<file path="src/rtl/flash_lock_pkg.sv">
`timescale 1ns/1ps
package flash_lock_pkg;
    typedef enum logic [1:0] {
        ST_IDLE     = 2'd0,
        ST_LOAD_PRI = 2'd1,
        ST_LOAD_SEC = 2'd2,
        ST_READY    = 2'd3
    } lock_state_e;

    localparam logic SEL_PRIMARY   = 1'b0;
    localparam logic SEL_SECONDARY = 1'b1;
    localparam logic OP_PROGRAM    = 1'b0;
    localparam logic OP_ERASE      = 1'b1;
endpackage

</file>
<file path="src/rtl/flash_lock_image.sv">
`timescale 1ns/1ps
module flash_lock_image
    import flash_lock_pkg::*;
#(
    parameter int N_LOW = 4,
    parameter int N_MID = 2,
    localparam int NT = N_LOW + N_MID
) (
    input  logic             clk,
    input  logic             por_n,
    input  logic             wr_en,
    input  logic             wr_sel,
    input  logic [NT-1:0]    wr_data,
    output logic [NT-1:0]    img_pri,
    output logic [N_LOW-1:0] img_sec
);
    // One-time-programmable words: only a power-on sets bits, writes only clear them.
    always_ff @(posedge clk) begin
        if (!por_n) begin
            img_pri <= '1;
            img_sec <= '1;
        end else if (wr_en) begin
            if (wr_sel == SEL_PRIMARY) img_pri <= img_pri & wr_data;
            else                       img_sec <= img_sec & wr_data[N_LOW-1:0];
        end
    end

    // no image bit ever rises while out of power-on
    p_otp_only_falls_r9: assert property (@(posedge clk) disable iff (!por_n)
        ((img_pri & ~$past(img_pri)) == '0) && ((img_sec & ~$past(img_sec)) == '0));
endmodule

</file>
<file path="src/rtl/flash_lock_seq.sv">
`timescale 1ns/1ps
module flash_lock_seq
    import flash_lock_pkg::*;
(
    input  logic clk,
    input  logic rst_n,
    output logic load_pri,
    output logic load_sec,
    output logic ready
);
    lock_state_e state, state_nx;

    always_ff @(posedge clk) begin
        if (!rst_n) state <= ST_IDLE;
        else        state <= state_nx;
    end

    always_comb begin
        state_nx = state;
        load_pri = 1'b0;
        load_sec = 1'b0;
        ready    = 1'b0;
        unique case (state)
            ST_IDLE:     state_nx = ST_LOAD_PRI;
            ST_LOAD_PRI: begin
                load_pri = 1'b1;
                state_nx = ST_LOAD_SEC;
            end
            ST_LOAD_SEC: begin
                load_sec = 1'b1;
                state_nx = ST_READY;
            end
            ST_READY:    ready = 1'b1;
            default:     state_nx = ST_IDLE;
        endcase
    end

    // the load steps happen once each, in order, before ready
    p_sec_after_pri_r2: assert property (@(posedge clk) disable iff (!rst_n)
        load_pri |=> load_sec);
    p_ready_after_sec_r2: assert property (@(posedge clk) disable iff (!rst_n)
        load_sec |=> ready);
endmodule

</file>
<file path="src/rtl/flash_lock_bank.sv">
`timescale 1ns/1ps
module flash_lock_bank
    import flash_lock_pkg::*;
#(
    parameter int N_LOW = 4,
    parameter int N_MID = 2,
    localparam int NT = N_LOW + N_MID
) (
    input  logic             clk,
    input  logic             rst_n,
    input  logic             load_pri,
    input  logic             load_sec,
    input  logic [NT-1:0]    img_pri,
    input  logic [N_LOW-1:0] img_sec,
    input  logic             wr_en,
    input  logic             wr_sel,
    input  logic [NT-1:0]    wr_data,
    output logic [NT-1:0]    raw_lock
);
    logic [NT-1:0]    pri_q;
    logic [N_LOW-1:0] sec_q;

    always_ff @(posedge clk) begin
        if (!rst_n) begin
            pri_q <= '1;
            sec_q <= '1;
        end else begin
            if (load_pri)                             pri_q <= img_pri;
            else if (wr_en && wr_sel == SEL_PRIMARY)  pri_q <= wr_data;
            if (load_sec)                             sec_q <= img_sec;
            else if (wr_en && wr_sel == SEL_SECONDARY) sec_q <= wr_data[N_LOW-1:0];
        end
    end

    for (genvar b = 0; b < NT; b++) begin : g_blk
        if (b < N_LOW) begin : g_low
            assign raw_lock[b] = pri_q[b] | sec_q[b];
        end else begin : g_mid
            assign raw_lock[b] = pri_q[b];
        end
    end

    // a secondary write leaves the mid blocks alone
    p_mid_ignores_sec_r4: assert property (@(posedge clk) disable iff (!rst_n)
        (wr_en && wr_sel == SEL_SECONDARY && !load_pri && !load_sec)
        |=> $stable(raw_lock[NT-1:N_LOW]));
endmodule

</file>
<file path="src/rtl/flash_lock_req.sv">
`timescale 1ns/1ps
module flash_lock_req
    import flash_lock_pkg::*;
#(
    parameter int N_LOW = 4,
    parameter int N_MID = 2,
    localparam int NT   = N_LOW + N_MID,
    localparam int IDXW = $clog2(NT + 1)
) (
    input  logic            clk,
    input  logic            rst_n,
    input  logic            fire,
    input  logic            op,
    input  logic [IDXW-1:0] blk,
    input  logic [NT-1:0]   lock_vec,
    output logic            resp_valid,
    output logic            resp_grant,
    output logic            resp_reject,
    output logic            pgm_start,
    output logic            ers_start
);
    logic hit, in_range, allow;

    always_comb begin
        hit      = 1'b0;
        in_range = 1'b0;
        for (int i = 0; i < NT; i++) begin
            if (blk == IDXW'(i)) begin
                in_range = 1'b1;
                hit      = lock_vec[i];
            end
        end
        allow = in_range && !hit;
    end

    always_ff @(posedge clk) begin
        if (!rst_n) begin
            resp_valid  <= 1'b0;
            resp_grant  <= 1'b0;
            resp_reject <= 1'b0;
            pgm_start   <= 1'b0;
            ers_start   <= 1'b0;
        end else begin
            resp_valid  <= fire;
            resp_grant  <= fire && allow;
            resp_reject <= fire && !allow;
            pgm_start   <= fire && allow && (op == OP_PROGRAM);
            ers_start   <= fire && allow && (op == OP_ERASE);
        end
    end

    // a locked target is refused and launches nothing
    p_locked_refused_r5: assert property (@(posedge clk) disable iff (!rst_n)
        (fire && in_range && lock_vec[blk[IDXW-1:0] < IDXW'(NT) ? blk : '0])
        |=> (resp_reject && !pgm_start && !ers_start));
    // out-of-range indices are refused
    p_range_refused_r7: assert property (@(posedge clk) disable iff (!rst_n)
        (fire && !in_range) |=> resp_reject);
endmodule

</file>
<file path="src/rtl/flash_lock_ctrl.sv">
`timescale 1ns/1ps
module flash_lock_ctrl
    import flash_lock_pkg::*;
#(
    parameter int N_LOW = 4,
    parameter int N_MID = 2,
    localparam int NT   = N_LOW + N_MID,
    localparam int IDXW = $clog2(NT + 1)
) (
    input  logic            clk,
    input  logic            por_n,
    input  logic            rst_n,
    input  logic            lk_wr_en,
    input  logic            lk_wr_sel,
    input  logic [NT-1:0]   lk_wr_data,
    input  logic            img_wr_en,
    input  logic            img_wr_sel,
    input  logic [NT-1:0]   img_wr_data,
    input  logic            req_valid,
    input  logic            req_op,
    input  logic [IDXW-1:0] req_blk,
    output logic            req_ready,
    output logic            resp_valid,
    output logic            resp_grant,
    output logic            resp_reject,
    output logic            pgm_start,
    output logic            ers_start,
    output logic            init_done,
    output logic [NT-1:0]   eff_lock
);
    logic [NT-1:0]    img_pri;
    logic [N_LOW-1:0] img_sec;
    logic [NT-1:0]    raw_lock;
    logic             load_pri, load_sec, ready;

    flash_lock_image #(.N_LOW(N_LOW), .N_MID(N_MID)) u_image (
        .clk(clk), .por_n(por_n), .wr_en(img_wr_en), .wr_sel(img_wr_sel),
        .wr_data(img_wr_data), .img_pri(img_pri), .img_sec(img_sec)
    );

    flash_lock_seq u_seq (
        .clk(clk), .rst_n(rst_n), .load_pri(load_pri), .load_sec(load_sec), .ready(ready)
    );

    flash_lock_bank #(.N_LOW(N_LOW), .N_MID(N_MID)) u_bank (
        .clk(clk), .rst_n(rst_n), .load_pri(load_pri), .load_sec(load_sec),
        .img_pri(img_pri), .img_sec(img_sec), .wr_en(lk_wr_en && ready),
        .wr_sel(lk_wr_sel), .wr_data(lk_wr_data), .raw_lock(raw_lock)
    );

    assign init_done = ready;
    assign req_ready = ready;
    assign eff_lock  = ready ? raw_lock : '1;

    flash_lock_req #(.N_LOW(N_LOW), .N_MID(N_MID)) u_req (
        .clk(clk), .rst_n(rst_n), .fire(req_valid && ready), .op(req_op),
        .blk(req_blk), .lock_vec(eff_lock), .resp_valid(resp_valid),
        .resp_grant(resp_grant), .resp_reject(resp_reject),
        .pgm_start(pgm_start), .ers_start(ers_start)
    );

    // stalled requests produce no verdict
    p_no_verdict_unless_taken_r2: assert property (@(posedge clk) disable iff (!rst_n)
        !(req_valid && req_ready) |=> !resp_valid);
    // everything reads locked until the load is complete
    p_locked_while_loading_r2: assert property (@(posedge clk) disable iff (!rst_n)
        !init_done |-> (&eff_lock));
    // exactly one verdict per response
    p_one_verdict_r6: assert property (@(posedge clk) disable iff (!rst_n)
        resp_valid |-> (resp_grant ^ resp_reject));
    // a start pulse only with a grant, never both kinds
    p_start_needs_grant_r6: assert property (@(posedge clk) disable iff (!rst_n)
        (pgm_start || ers_start) |-> (resp_grant && !(pgm_start && ers_start)));
    // no volatile change while not ready (image load aside)
    p_hold_before_ready_r8: assert property (@(posedge clk) disable iff (!rst_n)
        (!init_done && !load_pri && !load_sec) |=> $stable(raw_lock));
endmodule

</file>
<file path="config.mk">
export PLATFORM = sky130hd
export DESIGN_NAME = flash_lock_ctrl
export DESIGN_NICKNAME = d
export VERILOG_FILES = /design/src/rtl/flash_lock_pkg.sv /design/src/rtl/flash_lock_image.sv /design/src/rtl/flash_lock_seq.sv /design/src/rtl/flash_lock_bank.sv /design/src/rtl/flash_lock_req.sv /design/src/rtl/flash_lock_ctrl.sv
export SDC_FILE = /design/constraint.sdc
export NUM_CORES = 1
export LEC_CHECK = 0
export BUFFER_PORTS_ARGS = -buffer_cell sky130_fd_sc_hd__buf_4
export CORE_ASPECT_RATIO = 1.1
export CORE_MARGIN = 4
export CORE_UTILIZATION = 50
export DETAILED_ROUTE_END_ITERATION = 12
export HOLD_SLACK_MARGIN = 0.15
export PLACE_DENSITY = 0.77
export SYNTH_ARGS = -nofsm -noshare
export SYNTH_HDL_FRONTEND = slang
export SYNTH_SLANG_ARGS = --single-unit
</file>
<file path="constraint.sdc">
create_clock -name clk -period 2.6 [get_ports clk]
set_input_delay 0.13 -clock clk [delete_from_list [all_inputs] [get_ports clk]]
set_output_delay 0.13 -clock clk [all_outputs]
set_load 0.01 [all_outputs]
</file>
* After elaboration in Yosys (flattened, before gate mapping)
Index checks and enable logic that the tools add are counted.
** Word-level totals
- Register bits :: 27
- Latch bits :: 0
- RAM bits :: 0
- Memory bits (read-only) :: 0
- Output and inout bits :: 13
- Memories kept :: 0
** Cells by class
- Add/sub/neg operators :: 0
- Multiply operators :: 0
- Divide/modulo/power cells :: 0
- $lt $le $gt $ge :: 0
- Equality and inequality tests :: 8
- Shift-type cells :: 0
- Multiplexer cells :: 21
- Bitwise operators :: 9
- Reduce and logical (&&, ||, !) cells :: 18
** Operators with widths (number)
- two-way mux 6 bit :: 3
- two-way mux 1 bit :: 15
- logical AND 1 bit :: 9
- two-way mux 4 bit :: 2
- AND 6 bit :: 1
- equality test 3 x 2 -> 1 bit (second input constant) :: 2
- equality test 3 bit (second input constant) :: 2
- case mux 2 bit (3 select lines) :: 1
- AND 4 bit :: 1
- equality test 2 bit (second input constant) :: 2
- OR 1 bit :: 4
- AND reduction 2 bit :: 2
- nonzero test 2 bit :: 2
- equality test 3 x 1 -> 1 bit (second input constant) :: 1
- logical NOT 3 bit :: 1
- inverter 1 bit :: 3
- nonzero test 3 bit :: 1
- equality test 2 x 1 -> 1 bit (second input constant) :: 1
- logical NOT 1 bit :: 2
- logical NOT 2 bit :: 1

* Longest topological paths before layout
- Word-level depth :: 13
- Mapped depth :: 6
- Gate-level depth less buffers :: 5

* Cells and area by module
From an unflattened synthesis, not the netlist that was laid out.
** Unflattened totals
- Cells, all modules :: 148
- Area total of the unflattened synthesis :: 1381.3 µm²
** By module, submodules not included
- flash_lock_bank :: instances 1, cells an instance 63, area each 588.1 µm², seq. area each 200.2 µm²
- flash_lock_image :: instances 1, cells an instance 41, area each 382.9 µm², seq. area each 200.2 µm²
- flash_lock_req :: instances 1, cells an instance 20, area each 200.2 µm², seq. area each 100.1 µm²
- flash_lock_seq :: instances 1, cells an instance 15, area each 152.6 µm², seq. area each 40.0 µm²
- flash_lock_ctrl :: instances 1, cells an instance 9, area each 57.6 µm², seq. area each 0.0 µm²

* Worst setup path before layout
OpenSTA, ideal clock, no wires.
- Kind :: reg2reg
- From :: register u_seq.state[0]
- To :: register u_bank.pri_q[0]
- Setup time :: 135 ps
- Arrival :: 1274 ps
- Path slack :: 1191 ps
- Cell stages (with the launch flop) :: 6
- Path buffers :: 1
- Cell sequence :: dfxtp_1 ha_1 buf_6 nand3b_4 a211oi_1 o21ai_0
** On the way
- Cells in the longest elaborated chain, start to end :: 5
- Elaborated cells between the ends (all ways) :: 8
- Classes of those cells :: eq/ne (2); mux (3); reduce/logical (3)
** Ends and longest elaborated chain
- start: declaration :: line flash_lock_seq.sv:11 : lock_state_e state, state_nx;
- start signal: assignment :: line flash_lock_seq.sv:15 : else state <= state_nx;
- equality test 2 bit :: line flash_lock_seq.sv:23 : unique case (state)
- two-way mux 1 bit :: line flash_lock_seq.sv:23
- named net init_done :: line flash_lock_ctrl.sv:28 : output logic init_done,
- logical AND 1 bit :: line flash_lock_ctrl.sv:47 : .img_pri(img_pri), .img_sec(img_sec), .wr_en(lk_wr_en && ready),
- logical AND 1 bit :: line flash_lock_bank.sv:29 : else if (wr_en && wr_sel == SEL_PRIMARY) pri_q <= wr_data;
- nonzero test 2 bit (no line)
- end signal: assignment :: line flash_lock_bank.sv:28 : if (load_pri) pri_q <= img_pri;
- end signal: assignment :: line flash_lock_bank.sv:29
- end: declaration :: line flash_lock_bank.sv:20 : logic [NT-1:0] pri_q;
The timed path passes the listed nets, and every way through them passes these cells.
A chain may end at the register's enable or synchronous reset.

* Worst setup path in the final report
- From :: register u_seq.state[0]
- To :: register u_req.ers_start
** On the way
- Cells in the longest elaborated chain, start to end :: 13
- Elaborated cells between the ends (all ways) :: 14
- Classes of those cells :: eq/ne (1); mux (8); reduce/logical (5)
** Ends and longest elaborated chain
- equality test 2 bit * :: line flash_lock_seq.sv:23
- two-way mux 1 bit * :: line flash_lock_seq.sv:23
- two-way mux 6 bit :: line flash_lock_ctrl.sv:53 : assign eff_lock = ready ? raw_lock : '1;
- two-way mux 1 bit (6 in a row) :: line flash_lock_req.sv:28 : if (blk == IDXW'(i)) begin
- logical NOT 1 bit :: line flash_lock_req.sv:33 : allow = in_range && !hit;
- logical AND 1 bit :: line flash_lock_req.sv:33
- logical AND 1 bit * (2 in a row) :: line flash_lock_req.sv:48 : ers_start <= fire && allow && (op == OP_ERASE);
- end signal: assignment :: line flash_lock_req.sv:48
- end: declaration :: line flash_lock_req.sv:20 : output logic ers_start
Mark *: on every way between the ends. The rest lies on a longest branch, timed or not.

==> impl_metrics.toml <==
[synth]
synth_top_family_by_area = "simple AND/OR/NAND/NOR gates"
yosys_warnings = 0
syn-num-nets = 164
synth.mux.area_fraction_pct = 7.39
synthCells = 136
syn_area_per_cell_um2 = 9.47
synth_simple_gate_area_share_pct = 26.5
yosysUniqueCellTypes = 28
synth_compound_area_share_pct = 15.5
synth_area_um2 = 1290
synth_xor_area_share_pct = 0
synth_adder_area_share_pct = 3.89
synth-seq-cells = 27
ys_seq_area_share_pct = 42.0

[power_and_ir_drop]
p_leak_nw = 0.793
power_frac_seq_pct = 52.0
p_switching_uw = 275
p_per_area_nw_per_um2 = 503
internal_power_uw = 644
combPwrFrac_pct = 27.5
p_clk_share_pct = 20.5
vdd_drop_max_mv = 0.469
power.switching_fraction_pct = 29.9

[clock_network]
clk_pin_slew_ns = 0.15
postCtsSetupBuffers = 0
insertion_delay_ns = 0.34
cts.path.max_buffers = 2
cts_sinks = 27
cts_tree = "done"
cts-root-buf = "clkbuf_4"
numCtsBuffers = 3
htree_levels = 1

[drt]
wl_met2_um = 1540
maxUsedRoutingLayer = "met4"
wl_met1_um = 1220
num_vias = 1182
via_per_inst = 5.25
first_pass_iters = 4
wl_met3_um = 145
drcViolationCount = 0
wire_per_inst_um = 13.2
first_iter_violations = 25
wirelength_um = 2960
detail-route-antenna-nets = 0

[die]
die_y_um = 61.2
num_rows = 19
die_area_um2 = 3450
ioPinCount = 37
core_area_um2 = 2470
die_x_um = 56.4
start_util_pct = 52.1

[sta]
worst_pin_slew_ns = 0.379
slew_violations = 0
hold_viol = 0
rsz0062_at_grt = "false"
tns_ns = 0
slew_headroom_pct = 74.7
finalSetupViolCount = 0
hold_ws_ns = 0.148
clock.fmax_mhz = 411
finalCriticalPeriod_ns = 2.44
final.period_utilization_pct = 93.7
fin_ws_ns = 0.165
fin_skew_ns = 0.00802

[worst_setup_path]
critPathKind = "flip-flop to flip-flop"
slowest_stage = "dlygate4sd3_1"
crit_path_end_kind = "flip-flop"
arrival_ns = 2.73
crit_fanout = 13
path_cells = "ha_2 > o2111ai_2 > dlygate4sd3_1 > a311oi_1 > dlygate4sd3_1"
cp_slowest_stage_delay_ns = 0.62
critical_path.most_common_cell = "dlygate4sd3_1"
cp.required_ns = 2.90
critical-path-top-delay-family = "buffers and inverters"
startpoint_type = "flip-flop"
path_buf_inv = 2

[layout]
postLayoutCellArea_um2 = 1830
final_net_count = 223
final_layout_size_suffix_gt1_share_pct = 27.8
area_growth_pct = 41.9
diodes = 0

[grt]
track_usage_pct = 18.6
grt_overflow = 0
grt_start_max_net_pins = 16
grt_pass1_wl_um = 4950
grt_pass1_vias = 1172
grt_antenna_before_repair = 0

[place]
portBuffers = 36
gp_congestion = 0.831
placed_area_um2 = 1570
post-dp-hpwl_um = 2150
dp_worst_setup_slack_ns = 0.888

[run]
cap_violations = 0

[run_status]
status = "complete, no violations"

[hold_path]
hp-class = "input port to flip-flop"
per-stage QoR:
step                      std cells  power, mW  util (%)
after floorplan                 136      0.640         -
after global placement          198      0.704      63.4
after detailed placement        198      0.712      63.4
after CTS                       225      0.919      73.8
after global routing            225      0.963      73.9
final                           225      0.919      73.9
final timing paths:
| kind | start | end | slack (ns) | cells after the start |
|---|---|---|---|---|
| max | u_seq.state[0] | u_req.ers_start | 0.16 | 5 |
| min | img_wr_en | u_image.img_pri[2] | 0.15 | 4 |
| max reg2reg | u_seq.state[0] | u_req.ers_start | 0.16 | 5 |
| min reg2reg | u_image.img_sec[0] | u_image.img_sec[0] | 0.47 | 2 |
power by group through the flow:
stage | registers [mW] | clock network, mW | logic, mW
after floorplan | 0.480 | 0 | 0.161
after global placement | 0.485 | 0 | 0.220
after detailed placement | 0.486 | 0 | 0.226
after CTS | 0.477 | 0.189 | 0.252
after global routing | 0.484 | 0.201 | 0.278
final | 0.478 | 0.188 | 0.253
cell usage after synthesis (all sizes together):
cell     number  share of area (%)
a211oi        6                3.5
a311oi        2                1.4
a31oi         2                2.1
and2          2               0.97
and4          1               0.78
and4b         6                4.7
buf           4                2.3
clkbuf        2               0.58
dfxtp        27                 42
ha            4                3.9
inv           6                1.7
mux2          4                3.5
mux2i         5                3.9
nand2        20                5.8
nand2b        7                3.4
nand3         1               0.39
nand3b        1                1.6
nand4b        1                1.2
nor2          4                1.2
nor2b         6                2.9
nor3          2               0.78
nor3b         3                2.9
o2111ai       1                1.2
o21ai        19                7.4
registers in the layout, indices dropped and copies added (netlist names), 2 cells and up:
register,flops
u_bank.pri_q,6
u_image.img_pri,6
u_bank.sec_q,4
u_image.img_sec,4
u_seq.state,2
cells by family after synthesis:
group	after synthesis
adders and majority gates	4
muxes	9
AOI/OAI and AO/OA	30
and+or+nand+nor	54
DFF	27
buffers and inverters	12
cells in the final DEF (no fill, tap or decap), types with 2 or more instances in the layout:
| cell | netlist | final |
|---|---|---|
| and2_1 | 2 | 2 |
| nor2b_1 | 6 | 6 |
| mux2i_1 | 5 | 5 |
| clkbuf_4 | 0 | 3 |
| a311oi_1 | 2 | 2 |
| nor3b_2 | 3 | 3 |
| o21ai_0 | 14 | 14 |
| nand2_1 | 20 | 20 |
| mux2_2 | 4 | 4 |
| and4b_1 | 6 | 6 |
| a211oi_1 | 6 | 6 |
| o21ai_1 | 5 | 5 |
| ha_1 | 4 | 3 |
| buf_4 | 2 | 37 |
| inv_1 | 6 | 6 |
| nand2b_1 | 7 | 7 |
| nor3_1 | 2 | 2 |
| dlygate4sd3_1 | 0 | 23 |
| nor2_1 | 4 | 4 |
| dfxtp_1 | 27 | 27 |
metal layers:
metal  global-route usage [%]  vias to the layer above
met2                     37.6                       35
met3                     2.94                        5
li1                         -                      595
met5                        0                        -
met1                     18.8                      547
met4                     9.15                        0
worst reg2reg max path, cell delays in order (launching register included):
cell	delay (ns)
dfxtp_1	0.44
ha_2	0.36
o2111ai_2	0.19
dlygate4sd3_1	0.62
a311oi_1	0.21
dlygate4sd3_1	0.58
final cells by class:
class                   instances  area [um2]
repair buffers                 60         508
inverters                       6        22.5
clock buffers                   3        22.5
well taps                      31        38.8
fillers                       192         646
clock inverters                 1        5.00
flip-flops and latches         27         541
multi-input cells              97         689
timing repair:
action                                 in CTS  in global routing
setup endpoints to repair                   0                  1
resized for setup                           0                  1
endpoints found under the hold margin      26                  0
hold buffers                               23                  0
Note: power is estimated with default switching activity, not from simulation.
